===== src/rtl/vip_pkg.sv =====
package vip_pkg;
   localparam int NUM_SRC  = 2;
   localparam int SRC_VERT = 0;
   localparam int SRC_HORZ = 1;
endpackage


===== src/rtl/vip_pend_flag.sv =====
module vip_pend_flag (
   input  logic clk,
   input  logic rst,
   input  logic set_i,
   input  logic clr_i,
   output logic pend_o
);
   // a new event outranks a clear in the same cycle
   always_ff @(posedge clk) begin
      if (rst)
         pend_o <= 1'b0;
      else if (set_i)
         pend_o <= 1'b1;
      else if (clr_i)
         pend_o <= 1'b0;
   end
endmodule


===== src/rtl/vip_prio_enc.sv =====
module vip_prio_enc
   import vip_pkg::*;
#(
   parameter int LEVEL_W    = 3,
   parameter int VERT_LEVEL = 6,
   parameter int HORZ_LEVEL = 4
) (
   input  logic [NUM_SRC-1:0] elig_i,
   input  logic               force_zero_i,
   output logic [LEVEL_W-1:0] level_o
);
   always_comb begin
      if (force_zero_i)
         level_o = '0;
      else if (elig_i[SRC_VERT])
         level_o = LEVEL_W'(VERT_LEVEL);
      else if (elig_i[SRC_HORZ])
         level_o = LEVEL_W'(HORZ_LEVEL);
      else
         level_o = '0;
   end
endmodule


===== src/rtl/vip_ack_seq.sv =====
module vip_ack_seq
   import vip_pkg::*;
(
   input  logic               ack_i,
   input  logic               block_i,
   input  logic [NUM_SRC-1:0] elig_i,
   output logic [NUM_SRC-1:0] clr_o,
   output logic               vflag_clr_o
);
   logic vert_served;

   always_comb begin
      vert_served    = ack_i && elig_i[SRC_VERT];
      clr_o          = '0;
      clr_o[SRC_VERT] = vert_served;
      // horizontal survives only a vertical service while it is itself eligible
      clr_o[SRC_HORZ] = ack_i && !(elig_i[SRC_VERT] && elig_i[SRC_HORZ]);
      vflag_clr_o    = vert_served && !block_i;
   end
endmodule


===== src/rtl/vid_irq_prio.sv =====
module vid_irq_prio
   import vip_pkg::*;
#(
   parameter int LEVEL_W    = 3,
   parameter int VERT_LEVEL = 6,
   parameter int HORZ_LEVEL = 4
) (
   input  logic               clk,
   input  logic               rst,
   input  logic               vert_set,
   input  logic               horz_set,
   input  logic               vert_en,
   input  logic               horz_en,
   input  logic               irq_ack,
   output logic [LEVEL_W-1:0] irq_level,
   output logic               vflag_clr
);
   localparam int LEVEL_MAX = (1 << LEVEL_W) - 1;

   if (LEVEL_W < 1) begin : g_bad_width
      $error("LEVEL_W must be at least 1");
   end
   if (VERT_LEVEL > LEVEL_MAX || HORZ_LEVEL > LEVEL_MAX) begin : g_bad_fit
      $error("interrupt levels do not fit LEVEL_W bits");
   end
   if (VERT_LEVEL <= HORZ_LEVEL || HORZ_LEVEL < 1) begin : g_bad_order
      $error("vertical level must exceed horizontal level, both non-zero");
   end

   logic [NUM_SRC-1:0] set_v;
   logic [NUM_SRC-1:0] en_v;
   logic [NUM_SRC-1:0] clr_v;
   logic [NUM_SRC-1:0] pend_q;
   logic [NUM_SRC-1:0] elig;

   always_comb begin
      set_v           = '0;
      en_v            = '0;
      set_v[SRC_VERT] = vert_set;
      set_v[SRC_HORZ] = horz_set;
      en_v[SRC_VERT]  = vert_en;
      en_v[SRC_HORZ]  = horz_en;
      elig            = pend_q & en_v;
   end

   for (genvar s = 0; s < NUM_SRC; s++) begin : g_src
      vip_pend_flag u_flag (
         .clk    (clk),
         .rst    (rst),
         .set_i  (set_v[s]),
         .clr_i  (clr_v[s]),
         .pend_o (pend_q[s])
      );
   end

   vip_ack_seq u_ack (
      .ack_i       (irq_ack),
      .block_i     (rst),
      .elig_i      (elig),
      .clr_o       (clr_v),
      .vflag_clr_o (vflag_clr)
   );

   vip_prio_enc #(
      .LEVEL_W    (LEVEL_W),
      .VERT_LEVEL (VERT_LEVEL),
      .HORZ_LEVEL (HORZ_LEVEL)
   ) u_enc (
      .elig_i       (elig),
      .force_zero_i (rst),
      .level_o      (irq_level)
   );
endmodule


===== config.mk =====
export PLATFORM = sky130hd
export DESIGN_NAME = vid_irq_prio
export DESIGN_NICKNAME = d
export VERILOG_FILES = /design/src/rtl/vip_pkg.sv /design/src/rtl/vip_pend_flag.sv /design/src/rtl/vip_prio_enc.sv /design/src/rtl/vip_ack_seq.sv /design/src/rtl/vid_irq_prio.sv
export SDC_FILE = /design/constraint.sdc
export NUM_CORES = 1
export LEC_CHECK = 0
export ABC_CLOCK_PERIOD_IN_PS = 800
export BUFFER_PORTS_ARGS = -buffer_cell sky130_fd_sc_hd__buf_2
export CAP_MARGIN = 0
export CORE_AREA = 2 2 39 41
export DETAILED_ROUTE_END_ITERATION = 8
export DIE_AREA = 0 0 41 43
export PLACE_DENSITY = 0.3
export SETUP_SLACK_MARGIN = 0.5
export SYNTH_ARGS = -nofsm -noshare
export SYNTH_HDL_FRONTEND = slang
export SYNTH_SLANG_ARGS = --single-unit
export TNS_END_PERCENT = 10

===== constraint.sdc =====
create_clock -name clk -period 0.8 [get_ports clk]
set_input_delay 0.16 -clock clk [delete_from_list [all_inputs] [get_ports clk]]
set_output_delay 0.16 -clock clk [all_outputs]
set_load 0.02 [all_outputs]

==> run_results.csv <==
group,metric,value,unit
clock_tree,cts_tree,"done",
critical_path,r2r_setup_slack,-60,ps
worst_hold_path,min_to,"g_src[0].u_flag.pend_o",
status,violations,"setup timing",
global_routing,grt_max_degree,5,
detailed_routing,ant_nets,0,
timing,final.setup_skew,1.22,ps
floorplan,boundaryPins,11,
logic_synthesis,syn_nets,22,
worst_hold_path,hp-class,"input port to flop",
critical_path,startpoint_type,"flop",
clock_tree,cts_root_buf,"clkbuf_4",
critical_path,crit_chain,"nand2_4 -> nor3b_4 -> buf_6",
critical_path,critical-path-top-delay-family,"flip-flops",
timing,min_period_over_period,1.37,
critical_path,r2r_end,"g_src[0].u_flag.pend_o",
critical_path,path_class,"flop to output port",
power,p_leak,0.000130,uW
placement,dpl.hpwl,298,um
layout,top_regs,"g_src.u_flag.pend_o: 2 flops",
layout,layout.nets,39,
critical_path,cp_slowest_cell,"dfxtp_2",
clock_tree,cts_num_sinks,2,
power,power_density,1580,mW/mm^2
global_routing,gr-total-overflow,0,
detailed_routing,wl,366,um
worst_hold_path,hold_depth,2,
logic_synthesis,ys_ff_latch,2,
logic_synthesis,yosysUniqueCellTypes,13,
critical_path,required,640,ps
detailed_routing,via_per_inst,3.37,
global_routing,grt_pass1_wl,558,um
layout,layout-drive-gt1-share,0.733,
global_routing,antenna_found_initial,0,
layout,layout_common_cells,"6 x buf_2, 4 x buf_4, 3 x clkbuf_4, 3 x buf_6",
layout,diodes,0,
floorplan,core.rowCount,14,
logic_synthesis,synth_top_cells_by_area,"dfxtp_1 33%, nor3b_2 10%, o21ba_2 8.3%",
timing,layout_min_cycle_time,1090,ps
critical_path,max_stage_delay,330,ps
layout,largest_register_ffs,2,
detailed_routing,dr.pass1.iters,3,
worst_hold_path,hp-start,"vert_set",
logic_synthesis,synthCells,15,
logic_synthesis,synth_top_area_frac,0.333,
logic_synthesis,synth_area_per_cell,8.01,um^2
logic_synthesis,seq_area_frac_synth,0.333,
placement,dp_cells,43,
layout,area_growth,125,%
timing,hold_viol,0,
run,drv_cap,0,
power,finalPower,426,uW
critical_path,cp.arrival,930,ps
logic_synthesis,yosysWarnings,0,
logic_synthesis,synth_area,120,um^2
clock_tree,cts_setup_buffers,0,
status,outcome,"finished with violations",
timing,slew_violations,0,
placement,place_area,229,um^2
floorplan,fp.dieArea,0.00176,mm^2
layout,postLayoutCoreUtil,0.195,
detailed_routing,drc,0,
global_routing,grt.total_usage,0.0522,
detailed_routing,via_count,155,
timing,fin_setup_tns,-811,ps
floorplan,die_h,43,um
timing,fmax,0.914,GHz
timing,setup_ws,-294,ps
layout,fin_area,270,um^2
critical_path,r2r-start,"g_src[0].u_flag.pend_o",
clock_tree,cts_htree_levels,1,
power,peakVddDrop,0.000552,V
layout,final_common_cell,"buf_2",
detailed_routing,wl_per_cell,7.96,um
floorplan,core,0.00138,mm^2
timing,setup-violations-final,4,
floorplan,die-width,41,um
critical_path,reg2regPathDepth,3,
timing,rsz0062_at_grt,"yes",
critical_path,critPathBufInv,1,
layout,top_register,"g_src.u_flag.pend_o",
layout,instances_no_fill,46,
critical_path,cp-end-kind,"output port",
clock_tree,cts-buffers-inserted,3,
global_routing,grt_pass1_vias,166,
floorplan,start_util,0.0868,
logic_synthesis,yosysTopAreaCell,"dfxtp_1",
clock_tree,clk_path_buf_depth,2,
critical_path,cp_max_fo,3,
placement,gp_congestion,0.629,
clock_tree,clkTransAtPathRegs,30,ps
clock_tree,clock_latency,220,ps
placement,port_buffers,9,
detailed_routing,drt-initial-drc-count,3,
==> power by group <==
| part | internal, uW | total, uW | switching (uW) |
|---|---|---|---|
| logic | 50.6 | 93.5 | 43.0 |
| clock network | 165 | 219 | 53.5 |
| registers | 109 | 114 | 5.44 |
==> cell families (layout without fill, tap and decap cells) <==
logic type,Yosys count,after routing,share of synthesized area
flip-flops,2,2,0.333
buffers and inverters,2,17,0.0937
AO/OA/AOI/OAI,4,4,0.240
other,1,1,0.0312
AND/OR/NAND/NOR,6,6,0.302
==> worst reg2reg max path: cells and delay by family (launching register included) <==
kind	cells	cell delay, ps
AOI/OAI and AO/OA	2	300
buffers and inverters	1	130
DFF	1	320
==> synth_stat cells <==
library cell / n
a21boi_1: 1
a21oi_1: 1
a31oi_1: 1
buf_4: 1
conb_1: 1
dfxtp_1: 2
inv_1: 1
nand2_1: 2
nand2b_1: 1
nand4_1: 1
nor2_1: 1
nor3b_2: 1
o21ba_2: 1
==> per-layer routing <==
metal | vias to the layer above | global-route usage | routed length, um
met5 | - | 0 | 0
met4 | 0 | 0.0400 | 0
met3 | 0 | 0.0471 | 62
met2 | 10 | 0.0625 | 128
met1 | 65 | 0.0545 | 174
li1 | 80 | - | -
==> area by class of cell <==
type                       count  area (um^2)
fill                         159         1110
timing repair buffer          13         93.8
multi-input combinational     11         88.8
sequential                     2         41.3
clock buffer                   3         22.5
tap                           16         20.0
inverter                       1         3.75
==> through the flow <==
stage	worst slack [ps]	hold slack, ps
floorplan	-50.6	229
finish	-294	173
detailed placement	-114	402
global route	-336	181
CTS	-313	166
global placement	-98.7	393
==> worst max-delay path by stage <==
stage / cells past startpoint / endpoint / startpoint
after floorplan: 2 / vflag_clr / g_src[0].u_flag.pend_o
after global placement: 3 / vflag_clr / g_src[0].u_flag.pend_o
after detailed placement: 3 / vflag_clr / g_src[0].u_flag.pend_o
after CTS: 3 / vflag_clr / g_src[0].u_flag.pend_o
after global routing: 3 / vflag_clr / g_src[0].u_flag.pend_o
final: 3 / vflag_clr / g_src[0].u_flag.pend_o
==> what timing repair did <==
action,in CTS,in global routing
hold endpoints to repair,0,0
hold buffers,0,0
gates resized for setup,4,2
setup endpoints to repair,5,5
pin swaps,3,0
Power figures use the tool's default switching activity.
